<file path="config.mk">
export PLATFORM = sky130hd
export DESIGN_NAME = doorbell_unit
export DESIGN_NICKNAME = d
export VERILOG_FILES = /design/src/rtl/doorbell_pkg.sv /design/src/rtl/db_bus_decode.sv /design/src/rtl/db_cpu_bank.sv /design/src/rtl/db_read_mux.sv /design/src/rtl/doorbell_unit.sv
export SDC_FILE = /design/constraint.sdc
export NUM_CORES = 1
export LEC_CHECK = 0
export CAP_MARGIN = 20
export CORE_ASPECT_RATIO = 1.25
export CORE_UTILIZATION = 58
export DETAILED_ROUTE_END_ITERATION = 16
export PLACE_DENSITY_LB_ADDON = 0.15
export SLEW_MARGIN = 0
export SYNTH_ARGS = -nofsm -noshare
export SYNTH_HDL_FRONTEND = slang
export SYNTH_SLANG_ARGS = --single-unit
</file>
<file path="constraint.sdc">
create_clock -name clk -period 4 [get_ports clk]
set_input_delay 0.8 -clock clk [delete_from_list [all_inputs] [get_ports clk]]
set_output_delay 0.8 -clock clk [all_outputs]
set_load 0.005 [all_outputs]
</file>
<file path="src/rtl/doorbell_pkg.sv">
package doorbell_pkg;

    localparam int DB_W   = 32;
    localparam int ADDR_W = 8;

    localparam logic [ADDR_W-1:0] OFF_TRIG  = 8'h04;
    localparam logic [ADDR_W-1:0] OFF_CAUSE = 8'h08;
    localparam logic [ADDR_W-1:0] OFF_MASK  = 8'h0C;

    localparam int TGT_LSB = 8;
    localparam int TGT_W   = 8;
    localparam int IPI_LO  = 0;
    localparam int IPI_HI  = 7;
    localparam int MSI_LO  = 16;
    localparam int MSI_HI  = 31;

    localparam logic [DB_W-1:0] DB_LIVE = 32'hFFFF_00FF;

    typedef enum logic [1:0] {
        ACC_NONE,
        ACC_TRIG,
        ACC_CAUSE,
        ACC_MASK
    } acc_e;

    typedef struct packed {
        logic            wr_cause;
        logic            wr_mask;
        logic [DB_W-1:0] data;
    } bank_wr_t;

    function automatic acc_e decode_off(input logic [ADDR_W-1:0] a);
        case (a)
            OFF_TRIG:  return ACC_TRIG;
            OFF_CAUSE: return ACC_CAUSE;
            OFF_MASK:  return ACC_MASK;
            default:   return ACC_NONE;
        endcase
    endfunction

    function automatic logic db_usable(input logic [4:0] n);
        return DB_LIVE[n];
    endfunction

endpackage

</file>
<file path="src/rtl/db_bus_decode.sv">
module db_bus_decode
    import doorbell_pkg::*;
#(
    parameter int NUM_CPU = 4,
    parameter int CPU_W   = 2
) (
    input  logic                           wr_i,
    input  logic [ADDR_W-1:0]              addr_i,
    input  logic [DB_W-1:0]                wdata_i,
    input  logic [CPU_W-1:0]               cpu_i,
    output logic [NUM_CPU-1:0][DB_W-1:0]   set_o,
    output bank_wr_t [NUM_CPU-1:0]         bwr_o
);

    acc_e            kind;
    logic [4:0]      db_num;
    logic [DB_W-1:0] db_onehot;
    logic            trig_ok;

    always_comb begin
        kind      = wr_i ? decode_off(addr_i) : ACC_NONE;
        db_num    = wdata_i[4:0];
        db_onehot = {{(DB_W-1){1'b0}}, 1'b1} << db_num;
        trig_ok   = (kind == ACC_TRIG) && db_usable(db_num);
    end

    for (genvar c = 0; c < NUM_CPU; c++) begin : g_cpu
        always_comb begin
            set_o[c] = (trig_ok && wdata_i[TGT_LSB + c]) ? db_onehot : '0;
            bwr_o[c].wr_cause = (kind == ACC_CAUSE) && (int'(cpu_i) == c);
            bwr_o[c].wr_mask  = (kind == ACC_MASK)  && (int'(cpu_i) == c);
            bwr_o[c].data     = wdata_i;
        end
    end

endmodule

</file>
<file path="src/rtl/db_cpu_bank.sv">
module db_cpu_bank
    import doorbell_pkg::*;
(
    input  logic            clk,
    input  logic            rst,
    input  logic [DB_W-1:0] set_i,
    input  bank_wr_t        bwr_i,
    output logic [DB_W-1:0] cause_o,
    output logic [DB_W-1:0] mask_o,
    output logic            ipi_o,
    output logic            msi_o
);

    logic [DB_W-1:0] cause_q, cause_d;
    logic [DB_W-1:0] mask_q, mask_d;
    logic [DB_W-1:0] live;

    always_comb begin
        cause_d = cause_q;
        if (bwr_i.wr_cause) begin
            cause_d = cause_d & bwr_i.data;
        end
        cause_d = (cause_d | set_i) & DB_LIVE;
        mask_d  = bwr_i.wr_mask ? (bwr_i.data & DB_LIVE) : mask_q;
    end

    always_ff @(posedge clk) begin
        if (rst) begin
            cause_q <= '0;
            mask_q  <= '0;
        end else begin
            cause_q <= cause_d;
            mask_q  <= mask_d;
        end
    end

    assign live    = cause_q & mask_q;
    assign ipi_o   = |live[IPI_HI:IPI_LO];
    assign msi_o   = |live[MSI_HI:MSI_LO];
    assign cause_o = cause_q;
    assign mask_o  = mask_q;

    AST_TRIG_SETS: assert property (@(posedge clk) disable iff (rst)
        (set_i != '0) |=> ((cause_q & $past(set_i)) == $past(set_i))) else $error("trigger lost");
    AST_CLEAR_ZEROS: assert property (@(posedge clk) disable iff (rst)
        (bwr_i.wr_cause && set_i == '0) |=> ((cause_q & ~$past(bwr_i.data)) == '0)) else $error("clear failed");
    AST_CAUSE_HOLD: assert property (@(posedge clk) disable iff (rst)
        (!bwr_i.wr_cause && set_i == '0) |=> $stable(cause_q)) else $error("pending changed");
    AST_MASK_HOLD: assert property (@(posedge clk) disable iff (rst)
        (!bwr_i.wr_mask) |=> $stable(mask_q)) else $error("enable changed");

endmodule

</file>
<file path="src/rtl/db_read_mux.sv">
module db_read_mux
    import doorbell_pkg::*;
#(
    parameter int NUM_CPU = 4,
    parameter int CPU_W   = 2
) (
    input  logic                         clk,
    input  logic                         rst,
    input  logic                         rd_i,
    input  logic [ADDR_W-1:0]            addr_i,
    input  logic [CPU_W-1:0]             cpu_i,
    input  logic [NUM_CPU-1:0][DB_W-1:0] cause_i,
    input  logic [NUM_CPU-1:0][DB_W-1:0] mask_i,
    output logic [DB_W-1:0]              rdata_o
);

    logic [DB_W-1:0] sel_d;
    logic            cpu_ok;

    always_comb begin
        cpu_ok = int'(cpu_i) < NUM_CPU;
        sel_d  = '0;
        if (cpu_ok) begin
            case (decode_off(addr_i))
                ACC_CAUSE: sel_d = cause_i[cpu_i];
                ACC_MASK:  sel_d = mask_i[cpu_i];
                default:   sel_d = '0;
            endcase
        end
    end

    always_ff @(posedge clk) begin
        if (rst) begin
            rdata_o <= '0;
        end else if (rd_i) begin
            rdata_o <= sel_d;
        end
    end

endmodule

</file>
<file path="src/rtl/doorbell_unit.sv">
module doorbell_unit
    import doorbell_pkg::*;
#(
    parameter int NUM_CPU = 4,
    parameter int CPU_W   = (NUM_CPU > 1) ? $clog2(NUM_CPU) : 1
) (
    input  logic               clk,
    input  logic               rst,
    input  logic               bus_wr,
    input  logic               bus_rd,
    input  logic [CPU_W-1:0]   bus_cpu,
    input  logic [ADDR_W-1:0]  bus_addr,
    input  logic [DB_W-1:0]    bus_wdata,
    output logic [DB_W-1:0]    bus_rdata,
    output logic [NUM_CPU-1:0] ipi_irq,
    output logic [NUM_CPU-1:0] msi_irq
);

    logic [NUM_CPU-1:0][DB_W-1:0] set_v;
    bank_wr_t [NUM_CPU-1:0]       bwr_v;
    logic [NUM_CPU-1:0][DB_W-1:0] cause_v;
    logic [NUM_CPU-1:0][DB_W-1:0] mask_v;
    logic [NUM_CPU-1:0]           clr_sel;

    db_bus_decode #(.NUM_CPU(NUM_CPU), .CPU_W(CPU_W)) u_dec (
        .wr_i    (bus_wr),
        .addr_i  (bus_addr),
        .wdata_i (bus_wdata),
        .cpu_i   (bus_cpu),
        .set_o   (set_v),
        .bwr_o   (bwr_v)
    );

    for (genvar c = 0; c < NUM_CPU; c++) begin : g_bank
        db_cpu_bank u_bank (
            .clk     (clk),
            .rst     (rst),
            .set_i   (set_v[c]),
            .bwr_i   (bwr_v[c]),
            .cause_o (cause_v[c]),
            .mask_o  (mask_v[c]),
            .ipi_o   (ipi_irq[c]),
            .msi_o   (msi_irq[c])
        );
        assign clr_sel[c] = bwr_v[c].wr_cause;

        AST_ONE_DB_PER_CPU: assert property (@(posedge clk) disable iff (rst)
            $countones(set_v[c]) <= 1) else $error("multiple doorbells");
        AST_RSVD_TRIG: assert property (@(posedge clk) disable iff (rst)
            (set_v[c][MSI_LO-1:IPI_HI+1] == '0)) else $error("reserved doorbell set");
    end

    db_read_mux #(.NUM_CPU(NUM_CPU), .CPU_W(CPU_W)) u_rd (
        .clk     (clk),
        .rst     (rst),
        .rd_i    (bus_rd),
        .addr_i  (bus_addr),
        .cpu_i   (bus_cpu),
        .cause_i (cause_v),
        .mask_i  (mask_v),
        .rdata_o (bus_rdata)
    );

    AST_SINGLE_BANK: assert property (@(posedge clk) disable iff (rst)
        $onehot0(clr_sel)) else $error("two banks cleared");
    AST_RD_IDLE_HOLD: assert property (@(posedge clk) disable iff (rst)
        (!bus_rd) |=> $stable(bus_rdata)) else $error("rdata moved");

endmodule

</file>
---- Word level (Yosys, flattened, before mapping) ----
Memory sizes are Yosys's and may differ from the RTL's.
Cells that the tools add are included.
storage, ports and cells
  bits in registers ....................... 256
  bits of input ports ..................... 46
  memories ................................ 1
  ROM bits ................................ 32
  word-level logic and storage cells ...... 78
operators by class
  $lt $le $gt $ge ......................... 2
  equality and inequality tests ........... 11
  multiplexer cells ....................... 16
  bitwise operators ....................... 12
  reduce and logical (&&, ||, !) cells .... 22
  shift-type cells ........................ 1
memories
  memory           words  width  rd ports  clocked after memory_dff  wr ports  line                source
  (no name shown)  32     1      1         0                         0         doorbell_pkg.sv:42  return DB_LIVE[n];
operators by type and width
  cell                                                        number
  two-way mux 32 bit                                          10
  bitwise AND 32 bit                                          8
  binary-select mux 32 bit (select 2 bit)                     2
  bitwise OR 32 bit                                           4
  case mux 32 bit (2 select lines)                            1
  OR reduction 16 bit                                         4
  OR reduction 8 bit                                          4
  << shifter 1 x 5 -> 32 bit, first input constant            1
  equality test 8 x 4 -> 1 bit, second input constant         2
  logical AND 1 bit                                           13
  equality test 2 bit, second input constant                  6
  equality test 8 x 3 -> 1 bit, second input constant         1
  less-than comparator 5 x 6 -> 1 bit, second input constant  1
  case mux 2 bit (3 select lines)                             1
  equality test 2 x 1 -> 1 bit, second input constant         2
  less-than comparator 2 x 3 -> 1 bit, second input constant  1
  logical NOT 2 bit                                           1
  two-way mux 2 bit                                           1
  two-way mux 1 bit                                           1

---- Longest topological paths before layout ----
Gate-level depths: netlist (run 1).
  depth after elaboration ................. 8
  mapped depth ............................ 7
  mapped depth without buffers ............ 3

---- Modules after synthesis ----
A second synthesis (run 1) with hierarchy kept.
unflattened totals
  cell total of the unflattened synthesis .. 1,397
  area, all modules ....................... 13,172.6 um^2
modules (own cells, without submodules)
  module         area each (um^2)  cells an instance  instances
  db_cpu_bank    1,960.6           209                4
  db_read_mux    3,032.9           229                1
  db_bus_decode  2,297.2           332                1

---- Worst setup path after synthesis (run 1) ----
No wires, ideal clock.
  kind .................................... in2reg
  start point ............................. input bus_addr[7]
  end point ............................... register g_bank[0].u_bank.cause_q[0]
  library setup time ...................... 101 ps
  slack ................................... 1,465 ps
  stages on the path ...................... 7
  data required time ...................... 3,899 ps
  arrival time ............................ 2,434 ps
  buffers on the path ..................... 4
  cells stage by stage .................... or4_1 > clkbuf_1 > or3_1 > buf_2 > buf_6 > buf_6 > o41ai_1
on the way
  cells in the longest elaborated chain, start to end .. 8
  elaborated cells on any way between the ends .. 13
ends and longest elaborated chain
  what                                                                          line                 source
  start, declared                                                               doorbell_unit.sv:12  input logic [ADDR_W-1:0] bus_addr,
  equality test 8 x 4 -> 1 bit or equality test 8 x 3 -> 1 bit (tied branches)  doorbell_pkg.sv:33   case (a)
  case mux 2 bit (3 select lines) *                                             doorbell_pkg.sv:33
  two-way mux 2 bit *                                                           db_bus_decode.sv:21  kind = wr_i ? decode_off(addr_i) : ACC_NONE;
  equality test 2 x 1 -> 1 bit                                                  db_bus_decode.sv:24  trig_ok = (kind == ACC_TRIG) && db_usable(db_num);
  logical AND 1 bit                                                             db_bus_decode.sv:24
  logical AND 1 bit                                                             db_bus_decode.sv:29  set_o[c] = (trig_ok && wdata_i[TGT_LSB + c]) ? db_onehot : '0;
  two-way mux 32 bit                                                            db_bus_decode.sv:29
  bitwise OR 32 bit *                                                           db_cpu_bank.sv:23    cause_d = (cause_d | set_i) & DB_LIVE;
  end signal, assigned                                                          db_cpu_bank.sv:32    cause_q <= cause_d;
  end, declared                                                                 db_cpu_bank.sv:14    logic [DB_W-1:0] cause_q, cause_d;
Every way passes the cells marked *; elsewhere a longest branch is shown, timed or not.
A chain may end at the register's enable or synchronous reset.

---- Final worst setup path (run 1) ----
  start point ............................. register g_bank[0].u_bank.cause_q[29]
  end point ............................... output msi_irq[0]
on the way
  cells in the longest elaborated chain, start to end .. 2
ends and longest elaborated chain
  what                 line                 source
  bitwise AND 32 bit   db_cpu_bank.sv:37    assign live = cause_q & mask_q;
  OR reduction 16 bit  db_cpu_bank.sv:39    assign msi_o = |live[MSI_HI:MSI_LO];
  end, declared        doorbell_unit.sv:16  output logic [NUM_CPU-1:0] msi_irq
No other way between the ends.

==> results of run 1 <==
[layer usage]
| metal | part of all wire | wire, µm | up-vias | GRT usage |
|---|---|---|---|---|
| li1 | - | - | 4918 | - |
| met3 | 0.11 | 4760 | 210 | 0.0849 |
| met1 | 0.36 | 15600 | 5740 | 0.536 |
| met5 | 0 | 0 | - | 0 |
| met4 | 0.076 | 3310 | 0 | 0.292 |
| met2 | 0.46 | 19900 | 957 | 0.640 |
[worst max-delay path, cell delays in order (launching register included)]
cell,delay (ps)
dfxtp_1,320
a22o_1,240
a221oi_1,490
nand4_1,200
clkdlybuf4s50_1,480
[placed cells by master, fill, tap and decap left out, drive strengths merged, types with 3 or more instances in the layout]
cell type,instances
mux4,48
nor3b,5
nand3,29
clkbuf,35
inv,5
nand4,104
nand3b,3
a21oi,96
a22oi,16
a311oi,14
conb,8
mux2,10
o31ai,96
a22o,26
nor2b,96
clkdlybuf4s50,70
nand2,24
dfxtp,216
nor2,15
and3b,5
a221oi,16
buf,44
clkinv,3
o41ai,192
[worst max path at each step]
stage	from	endpoint	slack [ps]	cells after the start
floorplan	bus_addr[7]	g_bank[0].u_bank.cause_o[0]$_SDFF_PP0_	1460	7
global placement	bus_addr[5]	g_bank[3].u_bank.cause_o[30]$_SDFF_PP0_	810	4
detailed placement	bus_addr[5]	g_bank[3].u_bank.cause_o[1]$_SDFF_PP0_	760	4
CTS	g_bank[0].u_bank.cause_o[29]$_SDFF_PP0_	msi_irq[0]	970	4
global route	g_bank[0].u_bank.cause_o[29]$_SDFF_PP0_	msi_irq[0]	910	4
finish	g_bank[0].u_bank.cause_o[29]$_SDFF_PP0_	msi_irq[0]	950	4
[stage by stage]
| step | util | power (mW) | hold WS [ps] | instance area, µm² | instances |
|---|---|---|---|---|---|
| global placement | 0.627 | 2.61 | 463 | 12300 | 1415 |
| CTS | 0.661 | 4.57 | 482 | 13000 | 1454 |
| global route | 0.665 | 4.69 | 496 | 13000 | 1458 |
| finish | 0.665 | 4.58 | 477 | 13000 | 1458 |
| floorplan | - | 2.44 | 458 | 11700 | 1249 |
| detailed placement | 0.627 | 2.61 | 468 | 12300 | 1415 |
[state kept, by name (all words and copies together) (netlist names)]
register	cells
g_bank.u_bank.cause_o	96
u_rd.rdata_o	24
g_bank.u_bank.mask_o	96
[cells by family after synthesis]
group	share of synthesized area
compound gates	0.299
buf+inv	0.0780
flops	0.370
mux	0.102
other cells	0.000321
simple gates	0.151
[final cells by class]
class                      count  area (µm²)
antenna                        2        5.00
clock buffer                  35         651
clock inverter                 4        23.8
fill                        1618        6580
inverter                       4        15.0
multi-input combinational    818        6550
sequential                   216        4320
tap                          265         332
timing repair buffer         114        1130
[power by group through the flow]
stage	sequential (mW)	combinational, mW	clock (mW)
after global routing	2.16	0.429	2.10
after floorplan	2.21	0.228	0
after global placement	2.21	0.397	0
final	2.16	0.420	2.00
after CTS	2.16	0.399	2.00
after detailed placement	2.21	0.399	0
==> results.ini, run 1 <==
[outcome]
status = complete, no violations

[global_route]
grt_pass1_vias = 11100
grt-ovfl-total = 0
grt_max_degree = 194
grtUsageTotal = 0.421
antenna_found_initial = 2
grt_first_pass_wirelength_um = 66900

[yosys]
yosys-top-cells-count = 216 x dfxtp_1, 192 x o41ai_1, 158 x clkbuf_1, 104 x nand4_1
synth_area_leaders = dfxtp_1 37%, o41ai_1 14%, mux4_2 9.2%
avgSynthCellArea_um2 = 9.41
synth_edf_count = 0
synthDistinctLibCells = 38
synth.largest_area_cell = dfxtp_1
yosysWarnings = 0
synth_seq_cells = 216
synthArstFlopShare = 0
synth.top_cell.area_share = 0.370
synth_flop_cell = dfxtp_1
syn_area_um2 = 11700
syn_inst = 1242
yosysMostFrequentCell = dfxtp_1
ys_seq_area_frac = 0.370

[setup_path]
critPathCaptureType = output port
crit_fanout = 3
worst-setup-path-type = register to output port
r2r_slack_ps = 2510
worstRegToRegCells = 3
cp_data_required_time_ps = 3200
r2r-start = g_bank[3].u_bank.cause_o[4]$_SDFF_PP0_
cp-start-kind = register
r2r_end = u_rd.rdata_o[4]$_SDFFE_PP0P_
worstPathArrival_ps = 2250

[timing]
min_period_ps = 3050
final-setup-viol-count = 0
setup_tns_ps = 0
timing.final.ws_setup_ps = 946
fin_crit_sh = 0.764
rsz0062_at_grt = false
hold_violations = 0
clock.fmax_mhz = 327
finClkSkew_ps = 7.01
slew_headroom = 0.291
slew_viol_final = 0
worstMarginPinSlew_ps = 1060

[placement]
gp_congestion = 0.889
numPortBuffers = 73
hpwlAfterDp_um = 24900
pre_cts_slack_ps = 758

[final_layout]
drive_gt1_frac = 0.120
areaGrowthSynthToFinish_pct = 11.5
layout.nets = 1223

[floorplan]
ios = 86
fp.dieW_um = 129
num_rows = 57
core_region_area_um2 = 19600
start_util = 0.596
dieHeight_um = 161
die_area_um2 = 20700

[cts]
postCtsSetupRepairBufs = 0
cts_num_sinks = 216
cts_made_buffers = 23
insertion_delay_ps = 520
cts_hold_buf = 0
cts-htree-levels = 1
cts.repair.resized = 0
path_clk_slew_ps = 60
cts_tree = built
cts_root_buffer = clkbuf_16
ctsLongestPathBuffers = 3

[min_path]
hold_class = register to register
hold_depth = 1
min_from = u_rd.rdata_o[24]$_SDFFE_PP0P_
min_to = u_rd.rdata_o[24]$_SDFFE_PP0P_

[pwr]
p_comb_frac = 0.092
p_seq_frac = 0.472
swShare = 0.262
p_leak_nw = 3.93
p_int_mw = 3.38
p_sw_mw = 1.20
ir_drop_mv = 0.279
power_frac_clock = 0.436
powerDensity_nw_per_um2 = 351

[route]
drc_errors = 0
dr.pass1.iters = 5
wl_per_cell_um = 29.9
drtIter0Drc = 1778
via_count = 11800
viasPerCell = 8.11
ant_nets = 0
routed_wirelength_um = 43600

[job]
max_cap_violations = 0

Note: power is estimated with default switching activity, not from simulation.
==> run 2, diff against run 1 <==
Clock period 4 ns to 2.9 ns, I/O delays scaled along.
==> run 2 against run 1 <==
  * The run now ends with setup timing left
  * Die area unchanged
  * Combinational power rose by 44%
  * Global-route usage shrank 0.11 points
  * Wire length about the same
  * Register-to-register slack got worse by 1100 ps
  * Via count barely moved
  * Clock power is 68% higher
  * Critical path depth unchanged
  * Count of clock-buffer cells in the layout stayed put
  * Total power increased by 52%
  * Non-clock buffer count rose by 28
  * Critical endpoint unchanged
==> results.ini, run 2 (synthesis gave the netlist of run 1 again) <==
[final_layout]
drive_gt1_frac = 0.146
final_common_cell = dfxtp_1
areaGrowthSynthToFinish_pct = 15.7
layout.nets = 1252
fillers = 1508
seq_area_um2 = 4320
multi_input_area_um2 = 6550
finalInstanceArea_um2 = 13500
mostFrequentLayoutCells = 216 x dfxtp_1, 192 x o41ai_1, 104 x nand4_1
post-route-util = 0.690

[floorplan]
core_region_area_um2 = 19600
dieHeight_um = 161
fp.dieW_um = 129
ios = 86
die_area_um2 = 20700
start_util = 0.596
num_rows = 57

[setup_path]
cp-start-kind = register
cp_data_required_time_ps = 2320
critPathLaunch = g_bank[0].u_bank.mask_o[24]$_SDFFE_PP0P_
crit_buf_inv = 1
crit_fanout = 3
worstPathArrival_ps = 2350
slowest_stage = clkdlybuf4s50_1
critPathMaxStageDelay_ps = 500
critPathCaptureType = output port
timing.critical_path.cells = a22o_1 > a221oi_1 > nand4_1 > clkdlybuf4s50_1
r2r-start = g_bank[3].u_bank.cause_o[4]$_SDFF_PP0_
path_delay_family = compound AO/OA/AOI/OAI gates
worst-setup-path-type = register to output port

[timing]
slew_headroom = 0.332
finClkSkew_ps = 11.4
hold_violations = 0
min_period_ps = 2930
clock.fmax_mhz = 342
fin_crit_sh = 1.01
timing.final.ws_setup_ps = -26.8
worstMarginPinSlew_ps = 998
final-setup-viol-count = 1
slew_viol_final = 0

[cts]
ctsLongestPathBuffers = 3
insertion_delay_ps = 530
cts-htree-levels = 1
cts_tree = built
cts_made_buffers = 24
cts_root_buffer = clkbuf_16
cts_num_sinks = 216
path_clk_slew_ps = 70
cts.repair.resized = 0
cts_hold_buf = 0
postCtsSetupRepairBufs = 0

[pwr]
finalPower_mw = 6.95
power_frac_clock = 0.483
ir_drop_mv = 0.400
p_sw_mw = 1.72
p_comb_frac = 0.087
p_int_mw = 5.23
swShare = 0.247
powerDensity_nw_per_um2 = 513
p_leak_nw = 4.20
p_seq_frac = 0.429

[outcome]
status = finished, violations left
violations = setup timing

[placement]
placed_area_um2 = 12700
numPortBuffers = 73
pre_cts_slack_ps = 116
hpwlAfterDp_um = 25800
gp_congestion = 0.928

[job]
max_cap_violations = 0

[route]
dr.pass1.iters = 5
wl_per_cell_um = 29.3
drc_errors = 0
ant_nets = 0
drtIter0Drc = 1767
viasPerCell = 7.94
routed_wirelength_um = 43600
via_count = 11800

[min_path]
min_from = u_rd.rdata_o[21]$_SDFFE_PP0P_
hold_class = register to register

[global_route]
antenna_found_initial = 3
grtUsageTotal = 0.420
grt_max_degree = 133
grt_first_pass_wirelength_um = 67000
grt-ovfl-total = 0
grt_pass1_vias = 11200

-- run 2: cell count changes in the layout (fill, tap and decap cells not counted), sizes merged --
| cell | delta |
|---|---|
| diode | +1 |
| buf | +28 |
| clkinv | -1 |
| bufinv | +4 |
-- run 2: area by class of cell --
type / instances / share of cell area
Clock buffer: 35 / 0.0534
Timing Repair Buffer: 142 / 0.107
Antenna cell: 3 / 0.000555
Multi-Input combinational cell: 818 / 0.484
Tap cell: 265 / 0.0245
Clock inverter: 7 / 0.0103
Inverter: 4 / 0.00111
Sequential cell: 216 / 0.320
-- run 2: stage by stage --
| step | hold WS, ps | setup TNS, ps | std cells |
|---|---|---|---|
| global placement | 465 | 0 | 1445 |
| floorplan | 458 | 0 | 1249 |
| CTS | 479 | 0 | 1487 |
| finish | 478 | -26.8 | 1490 |
| global route | 493 | -41.6 | 1490 |
| detailed placement | 468 | 0 | 1445 |
-- run 2: path summary, 6_finish.rpt --
path | to | slack, ps | depth (start not counted)
min reg2reg | u_rd.rdata_o[21]$_SDFFE_PP0P_ | 480 | 2
max reg2reg | u_rd.rdata_o[4]$_SDFFE_PP0P_ | 1370 | 3
max | msi_irq[0] | -30 | 4
min | u_rd.rdata_o[21]$_SDFFE_PP0P_ | 480 | 2
-- run 2: power by group through the flow --
stage / logic (mW) / registers [mW] / clock network [mW]
after floorplan: 0.314 / 3.05 / 0
after global placement: 0.577 / 3.05 / 0
after detailed placement: 0.580 / 3.05 / 0
after CTS: 0.582 / 2.98 / 3.35
after global routing: 0.618 / 2.98 / 3.48
final: 0.606 / 2.98 / 3.36
-- run 2: per-layer routing --
layer  wire, µm  track usage  up-vias
met2      19600        0.639      953
met5          0            0        -
li1           -            -     4983
met1      15400        0.522     5656
met3       4910       0.0846      244
met4       3640        0.321        0
-- run 2: worst register-to-register path, stage by stage, from the launching register on --
cell	delay, ps
dfxtp_1	370
mux4_2	490
mux2_2	360
a22o_1	220
